[config.mk]
export PLATFORM = sky130hd
export DESIGN_NAME = i2c_regbank_slave
export DESIGN_NICKNAME = d
export VERILOG_FILES = /design/src/rtl/i2c_rb_pkg.sv /design/src/rtl/rb_sync.sv /design/src/rtl/rb_busmon.sv /design/src/rtl/rb_regfile.sv /design/src/rtl/i2c_regbank_slave.sv
export SDC_FILE = /design/constraint.sdc
export NUM_CORES = 1
export LEC_CHECK = 0
export BUFFER_PORTS_ARGS = -buffer_cell sky130_fd_sc_hd__buf_2
export CAP_MARGIN = 0
export CORE_ASPECT_RATIO = 1.25
export CORE_MARGIN = 5
export CORE_UTILIZATION = 56
export CTS_BUF_LIST = sky130_fd_sc_hd__clkbuf_2 sky130_fd_sc_hd__clkbuf_4 sky130_fd_sc_hd__clkbuf_8
export CTS_CLUSTER_DIAMETER = 100
export CTS_CLUSTER_SIZE = 24
export DETAILED_ROUTE_END_ITERATION = 7
export GPL_TIMING_DRIVEN = 0
export HOLD_SLACK_MARGIN = 0.12
export PLACE_DENSITY = 0.9
export SLEW_MARGIN = 20
export SYNTH_ARGS = -nofsm -noshare
export SYNTH_HDL_FRONTEND = slang
export SYNTH_SLANG_ARGS = --single-unit
[constraint.sdc]
create_clock -name clk -period 2.46 [get_ports clk]
set_input_delay 0.246 -clock clk [delete_from_list [all_inputs] [get_ports clk]]
set_output_delay 0.246 -clock clk [all_outputs]
set_load 0.005 [all_outputs]
[src/rtl/i2c_rb_pkg.sv]
package i2c_rb_pkg;
    typedef enum logic [2:0] {
        ST_IDLE,
        ST_RX,
        ST_ACK,
        ST_TX,
        ST_MACK
    } rb_state_e;

    typedef enum logic [1:0] {
        BK_ADDR,
        BK_CMD,
        BK_DATA
    } rb_byte_e;
endpackage

[src/rtl/rb_sync.sv]
module rb_sync #(
    parameter int STAGES = 2,
    parameter int WIDTH  = 2
) (
    input  logic             clk,
    input  logic             rst_n,
    input  logic [WIDTH-1:0] d,
    output logic [WIDTH-1:0] q
);
    logic [WIDTH-1:0] pipe_q [STAGES];

    always_ff @(posedge clk or negedge rst_n) begin
        if (!rst_n) begin
            for (int i = 0; i < STAGES; i++) pipe_q[i] <= '1;
        end else begin
            pipe_q[0] <= d;
            for (int i = 1; i < STAGES; i++) pipe_q[i] <= pipe_q[i-1];
        end
    end

    assign q = pipe_q[STAGES-1];
endmodule

[src/rtl/rb_busmon.sv]
module rb_busmon (
    input  logic clk,
    input  logic rst_n,
    input  logic scl,
    input  logic sda,
    output logic start,
    output logic stop,
    output logic scl_rise,
    output logic scl_fall
);
    logic scl_q, sda_q;

    always_ff @(posedge clk or negedge rst_n) begin
        if (!rst_n) begin
            scl_q <= 1'b1;
            sda_q <= 1'b1;
        end else begin
            scl_q <= scl;
            sda_q <= sda;
        end
    end

    assign start    = scl & scl_q & sda_q & ~sda;
    assign stop     = scl & scl_q & ~sda_q & sda;
    assign scl_rise = scl & ~scl_q;
    assign scl_fall = ~scl & scl_q;
endmodule

[src/rtl/rb_regfile.sv]
module rb_regfile #(
    parameter int NREG = 9,
    parameter int DW   = 8,
    parameter int PW   = 4
) (
    input  logic               clk,
    input  logic               rst_n,
    input  logic               we,
    input  logic [PW-1:0]      waddr,
    input  logic [DW-1:0]      wdata,
    output logic [NREG*DW-1:0] flat
);
    for (genvar i = 0; i < NREG; i++) begin : g_reg
        logic [DW-1:0] r_q;
        always_ff @(posedge clk or negedge rst_n) begin
            if (!rst_n)                        r_q <= '0;
            else if (we && waddr == PW'(i))    r_q <= wdata;
        end
        assign flat[i*DW +: DW] = r_q;
    end
endmodule

[src/rtl/i2c_regbank_slave.sv]
module i2c_regbank_slave
    import i2c_rb_pkg::*;
#(
    parameter int          NREG     = 9,
    parameter int          DW       = 8,
    parameter logic [6:0]  DEV_ADDR = 7'h2A,
    parameter int          SYNC     = 2
) (
    input  logic               clk,
    input  logic               rst_n,
    input  logic               scl_in,
    input  logic               sda_in,
    output logic               sda_pull,
    output logic [NREG*DW-1:0] regs_flat
);
    localparam int            PW       = $clog2(NREG + 1);
    localparam int            CW       = $clog2(DW + 1);
    localparam logic [PW-1:0] PTR_END  = PW'(NREG);
    localparam logic [DW-1:0] LAST_IDX = DW'(NREG - 1);
    localparam logic [CW-1:0] BITS     = CW'(DW);

    typedef struct packed {
        rb_state_e     st;
        rb_byte_e      kind;
        logic [CW-1:0] cnt;
        logic [DW-1:0] sh;
        logic [PW-1:0] ptr;
        logic          oe;
        logic          rw;
        logic          mack;
    } ctl_t;

    ctl_t ctl_d, ctl_q;
    logic scl_s, sda_s, start, stop, scl_rise, scl_fall;
    logic we;
    logic [PW-1:0] waddr;
    logic [DW-1:0] wdata, rd_byte;

    rb_sync #(.STAGES(SYNC), .WIDTH(2)) u_sync (
        .clk(clk), .rst_n(rst_n), .d({scl_in, sda_in}), .q({scl_s, sda_s})
    );

    rb_busmon u_mon (
        .clk(clk), .rst_n(rst_n), .scl(scl_s), .sda(sda_s),
        .start(start), .stop(stop), .scl_rise(scl_rise), .scl_fall(scl_fall)
    );

    rb_regfile #(.NREG(NREG), .DW(DW), .PW(PW)) u_rf (
        .clk(clk), .rst_n(rst_n), .we(we), .waddr(waddr), .wdata(wdata),
        .flat(regs_flat)
    );

    assign rd_byte = (ctl_q.ptr < PTR_END) ? regs_flat[int'(ctl_q.ptr)*DW +: DW] : '1;

    always_comb begin
        ctl_d = ctl_q;
        we    = 1'b0;
        waddr = ctl_q.ptr;
        wdata = ctl_q.sh;
        if (start) begin
            ctl_d.st   = ST_RX;
            ctl_d.kind = BK_ADDR;
            ctl_d.cnt  = '0;
            ctl_d.oe   = 1'b0;
        end else if (stop) begin
            ctl_d.st  = ST_IDLE;
            ctl_d.cnt = '0;
            ctl_d.oe  = 1'b0;
        end else begin
            case (ctl_q.st)
                ST_RX: begin
                    if (scl_rise && ctl_q.cnt < BITS) begin
                        ctl_d.sh  = {ctl_q.sh[DW-2:0], sda_s};
                        ctl_d.cnt = ctl_q.cnt + 1'b1;
                    end else if (scl_fall && ctl_q.cnt == BITS) begin
                        ctl_d.cnt = '0;
                        ctl_d.st  = ST_IDLE;
                        case (ctl_q.kind)
                            BK_ADDR: if (ctl_q.sh[DW-1:1] == DEV_ADDR) begin
                                ctl_d.st = ST_ACK;
                                ctl_d.oe = 1'b1;
                                ctl_d.rw = ctl_q.sh[0];
                            end
                            BK_CMD: if (ctl_q.sh <= LAST_IDX) begin
                                ctl_d.st  = ST_ACK;
                                ctl_d.oe  = 1'b1;
                                ctl_d.ptr = ctl_q.sh[PW-1:0];
                            end
                            default: if (ctl_q.ptr < PTR_END) begin
                                we        = 1'b1;
                                ctl_d.st  = ST_ACK;
                                ctl_d.oe  = 1'b1;
                                ctl_d.ptr = ctl_q.ptr + 1'b1;
                            end
                        endcase
                    end
                end
                ST_ACK, ST_MACK: begin
                    if (ctl_q.st == ST_MACK && scl_rise) begin
                        ctl_d.mack = ~sda_s;
                    end else if (scl_fall) begin
                        ctl_d.oe  = 1'b0;
                        ctl_d.cnt = '0;
                        if (ctl_q.st == ST_MACK && !ctl_q.mack) begin
                            ctl_d.st = ST_IDLE;
                        end else if (ctl_q.st == ST_MACK || (ctl_q.kind == BK_ADDR && ctl_q.rw)) begin
                            ctl_d.st = ST_TX;
                            ctl_d.sh = rd_byte;
                            ctl_d.oe = ~rd_byte[DW-1];
                            if (ctl_q.ptr < PTR_END) ctl_d.ptr = ctl_q.ptr + 1'b1;
                        end else begin
                            ctl_d.st   = ST_RX;
                            ctl_d.kind = (ctl_q.kind == BK_ADDR) ? BK_CMD : BK_DATA;
                        end
                    end
                end
                ST_TX: begin
                    if (scl_rise) begin
                        ctl_d.cnt = ctl_q.cnt + 1'b1;
                    end else if (scl_fall) begin
                        if (ctl_q.cnt == BITS) begin
                            ctl_d.oe   = 1'b0;
                            ctl_d.mack = 1'b0;
                            ctl_d.st   = ST_MACK;
                        end else begin
                            ctl_d.sh = {ctl_q.sh[DW-2:0], 1'b1};
                            ctl_d.oe = ~ctl_q.sh[DW-2];
                        end
                    end
                end
                default: ctl_d.oe = 1'b0;
            endcase
        end
    end

    always_ff @(posedge clk or negedge rst_n) begin
        if (!rst_n) begin
            ctl_q <= '{st: ST_IDLE, kind: BK_ADDR, cnt: '0, sh: '0, ptr: '0,
                       oe: 1'b0, rw: 1'b0, mack: 1'b0};
        end else begin
            ctl_q <= ctl_d;
        end
    end

    assign sda_pull = ctl_q.oe;

    // the pull-down is only switched on while SCL is low
    a_r11_pull_rises_scl_low: assert property (@(posedge clk) disable iff (!rst_n)
        $rose(sda_pull) |-> !scl_s);
    // writes never address a register outside the bank
    a_r5_write_in_range: assert property (@(posedge clk) disable iff (!rst_n)
        we |-> (waddr < PTR_END));
    // the pointer never passes one beyond the last register
    a_r4_ptr_bounded: assert property (@(posedge clk) disable iff (!rst_n)
        ctl_q.ptr <= PTR_END);
    // an accepted data byte moves the pointer on by one
    a_r4_write_advances: assert property (@(posedge clk) disable iff (!rst_n)
        we |=> (ctl_q.ptr == $past(ctl_q.ptr) + 1'b1));
    // when idle the slave never pulls SDA
    a_r9_idle_released: assert property (@(posedge clk) disable iff (!rst_n)
        (ctl_q.st == ST_IDLE) |-> !sda_pull);
    // a STOP returns the slave to idle with SDA released
    a_r10_stop_resets: assert property (@(posedge clk) disable iff (!rst_n)
        stop |=> (ctl_q.st == ST_IDLE && !sda_pull));
endmodule

==> results of run 1 <==
-- logic make-up (layout without fill, tap and decap cells) --
logic type	Yosys count	after routing
buf+inv	39	133
compound gates	99	99
flops	102	102
xor+xnor	2	2
simple gates	109	109
fa+ha+maj	7	7
mux	95	95
-- stage by stage --
stage / util / instances / power, mW / TNS [ps] / hold WS, ps
4_1_cts: 0.652 / 674 / 3.48 / 0 / 244
5_1_grt: 0.652 / 673 / 3.63 / 0 / 267
2_1_floorplan: - / 453 / 2.15 / 0 / -49.6
3_3_place_gp: 0.624 / 655 / 2.31 / -919 / 346
3_5_place_dp: 0.627 / 656 / 2.35 / -2260 / 97.4
6_report: 0.652 / 673 / 3.49 / 0 / 253
-- registers in the layout, summed over array words and instances (netlist names) --
register       flops
waddr              4
u_sync.q           2
u_mon.scl_q        1
u_sync.pipe_q      2
ctl_q             11
wdata              8
u_mon.sda_q        1
sda_pull           1
u_rf.g.r_q        72
-- power groups by stage --
stage	Sequential, mW	Combinational [mW]	Clock [mW]
floorplan	1.85	0.301	0
detailed placement	1.89	0.461	0
finish	1.85	0.484	1.15
global placement	1.88	0.427	0
global route	1.87	0.527	1.24
CTS	1.86	0.471	1.15
-- Yosys cell counts (all sizes together), types with 3 or more instances --
| library cell | n |
|---|---|
| nor3 | 8 |
| and3 | 4 |
| ha | 7 |
| inv | 12 |
| nand2 | 24 |
| o311ai | 7 |
| a21oi | 14 |
| mux2 | 82 |
| a221oi | 8 |
| dfrtp | 96 |
| a22oi | 7 |
| nand2b | 6 |
| o22ai | 4 |
| o21ai | 23 |
| nor2 | 28 |
| clkbuf | 17 |
| or2 | 3 |
| buf | 10 |
| nand3b | 4 |
| o31ai | 4 |
| mux4 | 9 |
| a31oi | 7 |
| nor2b | 3 |
| o2bb2ai | 4 |
| mux2i | 4 |
| nor3b | 3 |
| dfstp | 6 |
| and3b | 14 |
-- layout by cell type (no fill, tap or decap), types with 3 or more instances in the layout --
master,synthesis,layout
nand2b_1,6,6
and3_1,4,4
nor3_1,5,5
clkbuf_8,0,9
dfrtp_1,96,95
a221oi_1,7,7
a31oi_1,7,7
a21oi_1,14,14
mux2_1,4,4
nor3_4,3,3
inv_1,12,12
nand3b_1,3,3
dfstp_2,6,6
o311ai_0,7,7
buf_2,5,80
o2bb2ai_1,4,4
nand2_1,15,15
o22ai_1,4,4
or2_2,3,3
and3b_1,14,14
a22oi_1,7,7
clkbuf_1,16,15
mux4_2,9,9
dlygate4sd3_1,0,3
o21ai_0,22,22
mux2_2,77,77
ha_1,7,7
nor2_1,28,28
o31ai_1,4,4
buf_6,1,3
nor2b_1,3,3
nand2_2,9,9
mux2i_1,4,4
-- area by class of cell --
type	instances	area share
clock buffers	9	0.0199
well taps	126	0.0253
clock inverters	7	0.0140
flip-flops and latches	102	0.411
plain buffers	25	0.0199
inverters	12	0.00722
multi-input cells	312	0.432
repair buffers	80	0.0712
-- metal layers --
layer,vias up,global-route usage
met5,-,0
met4,0,0.120
met3,68,0.0593
met2,261,0.463
met1,2165,0.308
li1,1875,-
-- worst max-delay path by stage --
stage	end	slack, ps	cells past startpoint
2_1_floorplan	sda_pull$_DFFE_PN0P_	250	9
3_3_place_gp	sda_pull$_DFFE_PN0P_	-290	9
3_5_place_dp	sda_pull$_DFFE_PN0P_	-330	9
4_1_cts	u_rf.g_reg[8].r_q[3]$_DFFE_PN0P_	30	6
5_1_grt	wdata[0]$_DFFE_PN0P_	30	6
6_report	wdata[0]$_DFFE_PN0P_	90	8
-- timing repair --
| item | in CTS | in global routing |
|---|---|---|
| endpoints found under the setup margin | 54 | 16 |
| resized for setup | 0 | 2 |
| setup buffers | 0 | 0 |
| pin swaps | 0 | 0 |
| hold buffers | 3 | 0 |
| hold endpoints to repair | 98 | 0 |
==> results.md, run 1 <==
- The run finished with clean final reports.
- The number of cell rows is 40.
- In this run the vertical extent of the chip is 120 µm.
- The number of max-slew violations in the final report was 0.
- Dividing the detail-routed wire length by the instance count gives 22.3 µm.
- In this run the cell area of the synthesized design comes to 5430 µm².
- The biggest fanout along the worst timing path is 10.
- The H-tree was split into 3 levels.
- The clock net in this run drives a total of 102 sinks.
- The initial antenna violation count is 0.
- The dominant combinational cell family by area after synthesis is multiplexers.
- In this run the static leakage power is 3.17 nW.
- Clock skew on the completed layout was measured at 9.91 ps.
- The DRC violation total after the first TritonRoute iteration is 353.
- The data required time at the worst endpoint is 2710 ps.
- The met2 wirelength from detailed routing is 7.60 mm.
- The port buffer count is 76.
- The portion of synthesized area spent on multiplexers is 0.216.
- After filler insertion, the fill cell instance count of the layout stands at 698.
- The slowest stage of the critical path is the clkbuf_1 cell.
- The share of the yosys chip area belonging to registers is 0.472.
- The met3 wire length is 1.18 mm.
- The number of global-route vias before repair is 4670.
- Clock latency on the worst-skew pair, taken at its later pin, is 390 ps.
- The critical path goes through buf_2, buf_2, clkbuf_1, mux4_2, nor2_1, nor3_1, o21ai_0, a31oi_1.
- Counting flops with a built-in enable in the synthesized netlist gives 0.
- The signed area change from the synthesized netlist to the final layout is 14.9%.
- The synthesis-stage register bit count is 102.
- The worst register-to-register path ends at wdata[0]$_DFFE_PN0P_.
- The overall die width is 98.0 µm.
- After clock tree synthesis, the clock-pin slew on the worst setup and hold paths is 110 ps.
- The synthesized netlist cell count is 453.
- Registers take 2560 µm².
- In this run the critical register-to-register path is launched from waddr[2]$_DFFE_PN0P_.
- By instance count, the cell type seen most on the critical path is buf_2.
- The slack of the critical path is 90.9 ps.
- The detail route stage leaves a number of antenna-violating nets equal to 0.
- 0 antenna diodes ended up in the layout.
- The number of unique standard cell types used by synthesis is 68.
- The cell chosen for the clock root is clkbuf_8.
- During I/O placement, the number of pins put on the boundary was 77.
- For the pin with the worst max-slew slack, the measured transition is 724 ps.
- TritonCTS built the clock tree.
- The number of max-cap violations is 0.
- The total nets after synthesis is 464.
- The share of total power dissipated in sequential elements is 0.532.
- Broken down by cell family, the worst path's largest delay share belongs to buffers and inverters.
- Measured against its own limit, the worst slew margin works out to 0.516.
- The post-layout minimum cycle time is 2370 ps.
- The floorplan die area is 11800 µm².
- The routability congestion estimate from global placement is 0.921.
- Together, buffers and inverters on the worst path number 3.
- For this run, the number of Yosys warnings is 0.
- Summing all multi-input logic gate instances after layout gives 2690 µm².
- Across the VDD grid, the largest voltage drop is 556 µV.
- The library cell occupying the most area in the post-synthesis netlist is dfrtp_1.
- Before antenna repair, the detailed router went through 5 iterations.
- The most critical setup path has its startpoint at waddr[2]$_DFFE_PN0P_.
- The reg2reg setup slack is 90 ps.
- Of the total synthesized cell area, the portion taken by full adders, half adders and majority gates is 0.0161.
- The met1 wire length is 5.57 mm.
- At the placement stage, the worst setup path has a slack of -326 ps.
- Using the TritonRoute via totals, the vias-per-cell ratio works out to 6.49.
- The share of total power in combinational logic is 0.139.
- The starting density of the core is 0.568.
- The summed area of non-filler cells in the final layout is 6240 µm².
- The endpoint type of the worst setup path is a flip-flop.
- The number of clock buffers added by TritonCTS is 9.
- Of the cells placed in the final design, the portion with a size suffix greater than 1 is 0.404.
- The complex-gate fraction of the synthesized area is 0.132.
- The area of the core region is 9560 µm².
- The primary flip-flop cell chosen by synthesis mapping is dfrtp_1.
- After synthesis, the cell types taking the most area are dfrtp_1 (44%), mux2_2 (16%), mux4_2 (3.7%).
- The highest clock frequency the design can meet is 422 MHz.
- The depth of the worst register-to-register path is 8.
- Setup violations remaining at the end of the flow were counted as 0.
- The reported net switching power is 1.09 mW.
- The per-instance average area after synthesis is 12.0 µm².
- The share of total power dissipated in the clock network is 0.329.
- After synthesis, the share of flip-flops with an asynchronous set or reset is 1.00.
- The final worst-path cycle share is 0.963.
- The first global-routing pass estimated 24.9 mm of wire.
- The estimated wirelength of the detail-placed design is 10.4 mm.
- In the routed design, unresolved DRC markers number 0.
- Of the total power, the share spent switching nets is 0.314.
- The total number of nets in the final design is 553.
- After global routing the overflow that remains totals 0.
- For this design the ratio of total power to cell area is 559 nW/µm².
- Of the post-synthesis cell area, the dominant cell type holds 0.443.
- The clock passes through at most 2 buffers.
- The total global-route track usage is 0.265.
- The critical path is of the reg -> reg type.
- Summing all placed instances gives a cell area of 6000 µm².
- The count of endpoints failing hold in the final timing report was 0.
- Routed signal wires occupy layers up through met4.
- The maximum number of pins on one net before global-route repair is 85.
- Setup repair after global routing left no endpoint under its margin.
- The internal power of the cells totals 2.39 mW.
- The area fraction in and, or, nand and nor cells after synthesis is 0.130.
- The number of vias in the routed layout is 4369.
- The type of the tightest min-delay check is in -> async.
- The startpoint class of the critical path is a flip-flop.
- Data arrives at the worst endpoint at 2620 ps.
- The routed design has 15.0 mm of wire.
- Of the total synthesized cell area, the portion taken by XOR and XNOR cells is 0.00323.
- The biggest cell delay along the critical path is 420 ps.
Power figures use the tool's default switching activity.
==> run 2, diff against run 1 <==
ABC_AREA = 1   (was default)
==> run 2 against run 1 <==
Wire length up 4.7%. Flip-flop and latch count unchanged. Register-to-register slack worse by 30 ps. Clock skew grew 5.6 ps. Sequential power up 8%. Die area is 1.4% lower. Critical endpoint is now u_rf.g_reg[8].r_q[3]$_DFFE_PN0P_.
==> results.md, run 2 <==
- The run finished with clean final reports.
- The number of antenna diodes in the final layout is 0.
- The share of synthesized flip-flops with an asynchronous set or reset is 1.00.
- The y dimension of the die is 119 µm.
- The count of buffer and inverter cells on the critical path is 3.
- Measured along the x axis, the die boundary spans 97.4 µm.
- The DRC violation total after the first TritonRoute iteration is 589.
- The average wire length per cell after detail routing is 16.7 µm.
- Walking the worst path, the cells encountered are clkinv_4, ha_1, a21boi_0, or2_2, nor3_4, buf_12, nand3b_1, buf_6, nand2_1, o21ai_0.
- The final worst-path cycle share is 0.977.
- Based on the critical path, the design can be clocked at up to 416 MHz.
- For the final database, setup skew stands at 15.5 ps.
- The estimated wirelength of the detail-placed design is 11.0 mm.
- Across the VDD grid, the largest voltage drop is 539 µV.
- By count the netlist is led by nand2_1 (234), dfrtp_1 (96), o21ai_0 (88).
- The total number of nets in the final design is 826.
- Entering global routing, the biggest net connects 67 pins.
- The reg2reg setup slack is 60 ps.
- The number of max-slew violations in the final report came to 0.
- Counting flops and latches in the post-synthesis netlist gives 102.
- The total number of yosys warnings is 0.
- On the critical path the largest part of the delay comes from simple AND/OR/NAND/NOR gates.
- By startpoint and endpoint, the worst setup path is classified as reg -> reg.
- Summed over all failing endpoints, the final setup total negative slack is 0 ps.
- In this run the mean area of a mapped cell was 7.42 µm².
- The leakage dissipation is 3.24 nW.
- The register with the most flip-flops in the final layout is u_rf.g.r_q.
- The first global-routing pass estimated 25.0 mm of wire.
- The signed area change from the synthesized netlist to the final layout is 17.4%.
- In the routed design, unresolved DRC markers number 0.
- The number of cell rows is 39.
- The path length in cells of the critical path is 10.
- In the final layout, flip-flops and latches occupy 2560 µm².
- For this design, the slowest cell found on the critical path is dfrtp_2.
- The multi-input combinational cells in the finished layout cover a total of 2420 µm².
- For this run, the slowest stage of the critical path takes 490 ps.
- The cell chosen for the clock root is clkbuf_8.
- dfrtp_1 takes more of the synthesized area than any other cell.
- The port buffer count is 76.
- For this run, the total global-route usage over all layers was measured as 0.267.
- The total setup violations reported at the end of the flow is 0.
- The number of unique standard cell types used by synthesis is 26.
- The deepest level of the CTS H-tree is 3.
- The I/O pin count is 77.
- The worst setup path is captured at a flip-flop.
- The register with the most flip-flops in the layout has 72 of them.
- In the routed layout, each cell is associated on average with a via count of 5.60.
- The number of global-route vias before repair is 5013.
- Leaving out fill and tap cells, the most frequent cells in the layout are nand2_1 (233), dfrtp_1 (94), o21ai_0 (88).
- The number of cells on the worst reg-to-reg path is 10.
- Of the cells placed in the final design, the portion with a size suffix greater than 1 is 0.173.
- The data required time at the worst endpoint is 2690 ps.
- The worst setup path is launched from a flip-flop.
- The share of synthesized area in the top cell type comes to 0.450.
- The area of the core region is 9220 µm².
- The number of enable flip-flop cells after synthesis is 0.
- Counting every net in the synthesized netlist gives 731.
- Clock-pin slew was measured on the worst setup and hold paths at 110 ps.
- The most used flip-flop cell after synthesis is dfrtp_1.
- The final-layout worst hold slack is 347 ps.
- At the pin with the least slew margin, the transition time is 776 ps.
- The final-layout fill cell count is 732.
- The number of max-cap violations is 0.
- The launching element of the worst setup path is waddr[0]$_DFFE_PN0P_.
- The non-filler instance count after layout is 942.
- The data arrival time at the worst-slack endpoint is 2630 ps.
- The post-placement cell count is 920.
- The die covers 11600 µm².
- Leaving out fill and tap cells, the most frequent cell in the layout is nand2_1.
- Sorting the synthesized cells by area gives the leading types as dfrtp_1 (45%), nand2_1 (16%), o21ai_0 (8.2%).
- Synthesis handed over a netlist of 720 instances.
- The number of nets with antenna violations after detailed routing is 0.
- No sink is reached through more buffers than the 2 on the longest clock path.
- The tightest min-delay check is of the in -> async type.
- Power spread over the standard cell area amounts to 795 nW/µm².
- Among all cell types in the netlist, the one instantiated most often is nand2_1.
- The initial antenna violation count was 0.
- The count of endpoints failing hold in the final timing report is 0.
- The post-layout minimum cycle time is 2400 ps.
- The number of vias in the routed layout is 5276.
- The critical register-to-register path startpoint is waddr[0]$_DFFE_PN0P_.
- The clock latency of the later-clocked register in the worst-skew pair is 380 ps.
- The starting density of the core is 0.579.
- In this run the worst path has a maximum fanout of 20.
- Buffers inserted during clock tree synthesis total 9.
- The post-synthesis instance area is 5340 µm².
- The destination of the critical timing path is u_rf.g_reg[8].r_q[3]$_DFFE_PN0P_.
- Of the synthesized area, sequential elements account for 0.479.
- CTS saw 102 sinks.
- For this run, the share of the core covered by cells in the final layout is 0.680.
- The first detailed-routing pass ran for 5 iterations.
- The worst register-to-register path ends at u_rf.g_reg[8].r_q[3]$_DFFE_PN0P_.
- The wire length reported by the detailed router is 15.7 mm.
- The total overflow left after global routing is 0.
- TritonCTS built the clock tree.
- At the end of routability-driven placement, the weighted congestion stood at 0.936.
- The normalized max-slew margin is 0.483.
-- run 2: kinds of logic (layout without fill, tap and decap cells) --
kind of cell             count (synthesis)  count (layout)  share of synthesized area
AO/OA/AOI/OAI                          144             144                      0.146
AND/OR/NAND/NOR                        360             360                      0.279
buffers and inverters                  104             203                     0.0754
flip-flops                             102             102                      0.479
adder cells (fa/ha/maj)                  7               7                     0.0164
XOR/XNOR                                 3               3                    0.00492
-- run 2: worst min-delay path by stage --
stage	from	endpoint	slack, ps
after global placement	u_sync.pipe_q[3]$_DFF_PN1_	u_sync.q[1]$_DFF_PN1_	350
after detailed placement	rst_n	u_rf.g_reg[7].r_q[1]$_DFFE_PN0P_	170
after global routing	u_sync.pipe_q[3]$_DFF_PN1_	u_sync.q[1]$_DFF_PN1_	370
final	rst_n	u_rf.g_reg[7].r_q[1]$_DFFE_PN0P_	350
after floorplan	rst_n	ctl_q[0]$_DFFE_PN0P_	-50
after CTS	rst_n	u_rf.g_reg[6].r_q[1]$_DFFE_PN0P_	360
-- run 2: metrics by stage --
| step | instance area, µm² | power (mW) | worst slack [ps] |
|---|---|---|---|
| floorplan | 5350 | 3.19 | 118 |
| global placement | 5880 | 3.71 | -410 |
| detailed placement | 5910 | 3.75 | -435 |
| CTS | 6200 | 4.90 | 6.77 |
| global route | 6270 | 5.26 | -48.8 |
| finish | 6270 | 4.99 | 57.5 |
-- run 2: what timing repair did --
item	CTS	global route
endpoints found under the setup margin	85	84
hold buffers	3	0
pin swaps	1	1
buffers inserted	1	6
cloned	0	0
endpoints found under the hold margin	38	0
gates resized for setup	8	13
-- run 2: layout make-up --
class | instances | area share
Multi-Input combinational cell | 514 | 0.386
Timing Repair Buffer | 87 | 0.0812
Inverter | 73 | 0.0447
Tap cell | 123 | 0.0245
Clock buffer | 10 | 0.0209
Clock inverter | 5 | 0.0134
Sequential cell | 102 | 0.408
Buffer | 28 | 0.0205
-- run 2: where the power goes --
| group | total, mW | leakage, nW | switching, mW | internal, mW |
|---|---|---|---|---|
| Clock | 1.19 | 0.102 | 0.602 | 0.583 |
| Sequential | 2.00 | 1.37 | 0.159 | 1.84 |
| Combinational | 1.80 | 1.77 | 1.28 | 0.518 |
-- run 2: metal layers --
metal / global-route usage / vias to the layer above / routed length (µm)
li1: - / 2519 / -
met3: 0.0515 / 50 / 1080
met2: 0.452 / 283 / 7870
met5: 0 / - / 0
met4: 0.124 / 0 / 573
met1: 0.329 / 2424 / 6170
==> run 3, diff against run 2 <==
CORE_MARGIN = 4   (was 5)
PLACE_DENSITY = 0.81   (was 0.9)
==> run 3 against run 2 <==
Die area down 3.7%. Clock-buffer cell count unchanged. Hold slack worse by 90 ps. Register-to-register slack better by 60 ps. Critical path depth up 1. Flip-flop and latch count unchanged. Wire length up 2.9%. Utilization down 0.24 points. Maximum frequency up 2.7%. Final cell count up 0.32%. Critical path type unchanged. Largest power group unchanged.
==> results.md, run 3 (synthesis gave the netlist of run 2 again) <==
- Dividing the detail-routed via count by the number of cells gives 5.63.
- In this run the tool buffered the top-level ports with 76 buffer cells.
- The floorplan die area is 11200 µm².
- After detailed routing, the total wire length is 16.1 mm.
- The fraction of layout cells with a size suffix above 1 is 0.176.
- The utilization after layout is 0.678.
- The root buffer cell chosen for the clock tree is clkbuf_8.
- The leakage dissipation is 3.24 nW.
- The fraction of power consumed by the clock network is 0.208.
- The type of the tightest min-delay check is in -> async.
- Summed over all nets, the switching power comes to 2.12 mW.
- The most frequent standard cell in the layout excluding fill and tap cells is nand2_1.
- Of the total power, the share spent switching nets is 0.435.
- For this configuration, the core starts out at a cell density of 0.579.
- In this design, the critical path's most frequently occurring cell is nand2_1.
- The clock skew is 13.6 ps.
- Setup repair after global routing left no endpoint under its margin.
- The number of vias in the routed layout is 5321.
- The number of global-route vias before repair is 5056.
- The clock sink count is 102.
- The share of total power in combinational logic is 0.382.
- The I/O pin count is 77.
- The DRC violation total after the first TritonRoute iteration is 372.
- The data required time at the worst endpoint is 2690 ps.
- The total global routing overflow is 0.
- Setup violations remaining at the end of the flow were counted as 0.
- The DRC violation count after routing is 0.
- Among all stages on the critical path, the largest delay is contributed by dfrtp_1.
- The library cells used most frequently in the layout, excluding fill and tap cells, are nand2_1 (232), dfrtp_1 (94), o21ai_0 (88).
- The highest clock frequency the design can meet is 427 MHz.
- The area growth from synthesis to layout is 17.0%.
- Across the VDD grid, the largest voltage drop is 513 µV.
- The number of max-slew violations in the final report is 0.
- Data on the critical path arrives at its endpoint at 2570 ps.
- The register with the most flip-flops in the layout has 72 of them.
- The CTS tree is built.
- The total number of nets in the final design is 828.
- The HPWL after detailed placement is 11.5 mm.
- More flip-flops sit in one register than any other, and that register is u_rf.g.r_q.
- The clock-pin slew on the worst setup and hold paths is 110 ps.
- The area of the core region is 9220 µm².
- The count of endpoints failing hold in the final timing report is 0.
- The overall die width is 95.4 µm.
- The worst setup path is captured at a flip-flop.
- The signal on the critical path passes through inv_1, ha_1, nand2_1, nor2_2, nand2_1, nor3_4, buf_12, nand3_1, buf_2, nand2_1, o21ai_0.
- Across the run, the number of max-cap violations was 0.
- Routability-driven placement finished with a final weighted congestion of 0.990.
- The total CTS buffers is 9.
- Setup slack on the critical path of the routed design comes to 120 ps.
- The post-layout minimum cycle time is 2340 ps.
- The wire length of the first global-routing pass is 25.3 mm.
- The startpoint class of the critical path is a flip-flop.
- 0 antenna diodes ended up in the layout.
- OpenSTA, run right after detailed placement, puts the worst setup slack at -576 ps.
- The overall power of the completed layout is 4.88 mW.
- Row generation in the floorplan step produced 39 rows.
- The longest clock path from root to sink contains 2 buffers.
- Clock latency on the worst-skew pair, taken at its later pin, is 380 ps.
- The final-layout fill cell count is 761.
- The worst setup path category is reg -> reg.
- The internal portion of the total power is 2.76 mW.
- The share of total power dissipated in sequential elements is 0.409.
- Headroom to the max-slew limit came out at 0.522.
- The sequential cells in the finished layout cover a total of 2560 µm².
- Summing all multi-input logic gate instances after layout gives 2420 µm².
- Dividing the detail-routed wire length by the instance count gives 17.1 µm.
- Dividing total power by cell area gives a power density of 781 nW/µm².
- The count of nets left with antenna violations once routing finished came out at 0.
- The y dimension of the die is 117 µm.
- The initial antenna violation count is 0.
- In this run the number of H-tree levels came out at 3.
- The first detailed-routing pass took 5 iterations.
- The maximum number of pins on one net before global-route repair is 86.
- The final-layout worst hold slack is 258 ps.
- The slew at the pin with the worst max-slew slack is 717 ps.
- The run finished with clean final reports.
- The total global-route track usage is 0.298.
- The final worst-path cycle share is 0.951.
- For this run, the slowest stage of the critical path takes 420 ps.
- The biggest fanout along the worst timing path is 10.
[run 3: routing by layer]
layer | routed length (µm) | track usage
met5 | 0 | 0
met4 | 646 | 0.157
met3 | 884 | 0.0371
met2 | 8120 | 0.498
met1 | 6500 | 0.379
[run 3: worst max-delay path, delay by kind of cell (launching register included)]
| family | cells | cell delay (ps) |
|---|---|---|
| buf+inv | 3 | 530 |
| simple gates | 6 | 990 |
| flops | 1 | 420 |
| fa+ha+maj | 1 | 160 |
| compound gates | 1 | 90 |
[run 3: path summary, 6_finish.rpt]
path | endpoint | cells after the start | slack (ps) | startpoint
worst min register to register | u_sync.q[1]$_DFF_PN1_ | 0 | 360 | u_sync.pipe_q[3]$_DFF_PN1_
worst max-delay path | u_rf.g_reg[5].r_q[6]$_DFFE_PN0P_ | 11 | 120 | ctl_q[15]$_DFFE_PN0P_
max in group asynchronous | u_rf.g_reg[4].r_q[6]$_DFFE_PN0P_ | 3 | 1530 | rst_n
worst max register to register | u_rf.g_reg[5].r_q[6]$_DFFE_PN0P_ | 11 | 120 | ctl_q[15]$_DFFE_PN0P_
worst min-delay path | ctl_q[18]$_DFFE_PN0P_ | 2 | 260 | rst_n
min in group clk | u_sync.q[1]$_DFF_PN1_ | 0 | 360 | u_sync.pipe_q[3]$_DFF_PN1_
[run 3: final cells by class]
cell class,instances,area share
sequential,102,0.410
multi-input combinational,514,0.387
timing repair buffer,88,0.0819
inverter,73,0.0454
tap,123,0.0246
clock buffer,10,0.0210
buffer,28,0.0208
clock inverter,6,0.00881
timing repair inverter,1,0.00100
[run 3: power by group through the flow]
stage | clock network, mW | registers, mW | logic (mW)
floorplan | 0 | 1.98 | 1.21
global placement | 0 | 2.01 | 1.73
detailed placement | 0 | 2.02 | 1.78
CTS | 1.03 | 2.00 | 1.79
global route | 1.09 | 2.02 | 2.07
finish | 1.02 | 2.00 | 1.87
[run 3: through the flow]
stage	area (µm²)	cells	TNS, ps
finish	6250	945	0
detailed placement	5910	920	-33920
floorplan	5350	720	0
global route	6250	945	0
CTS	6160	937	0
global placement	5880	919	-29340
[run 3: what timing repair did]
action	in CTS	in global routing
hold endpoints to repair	104	0
hold buffers	3	0
buffers inserted	1	6
resized for setup	8	16
pin swaps	1	0
cloned	0	2
setup endpoints to repair	86	83
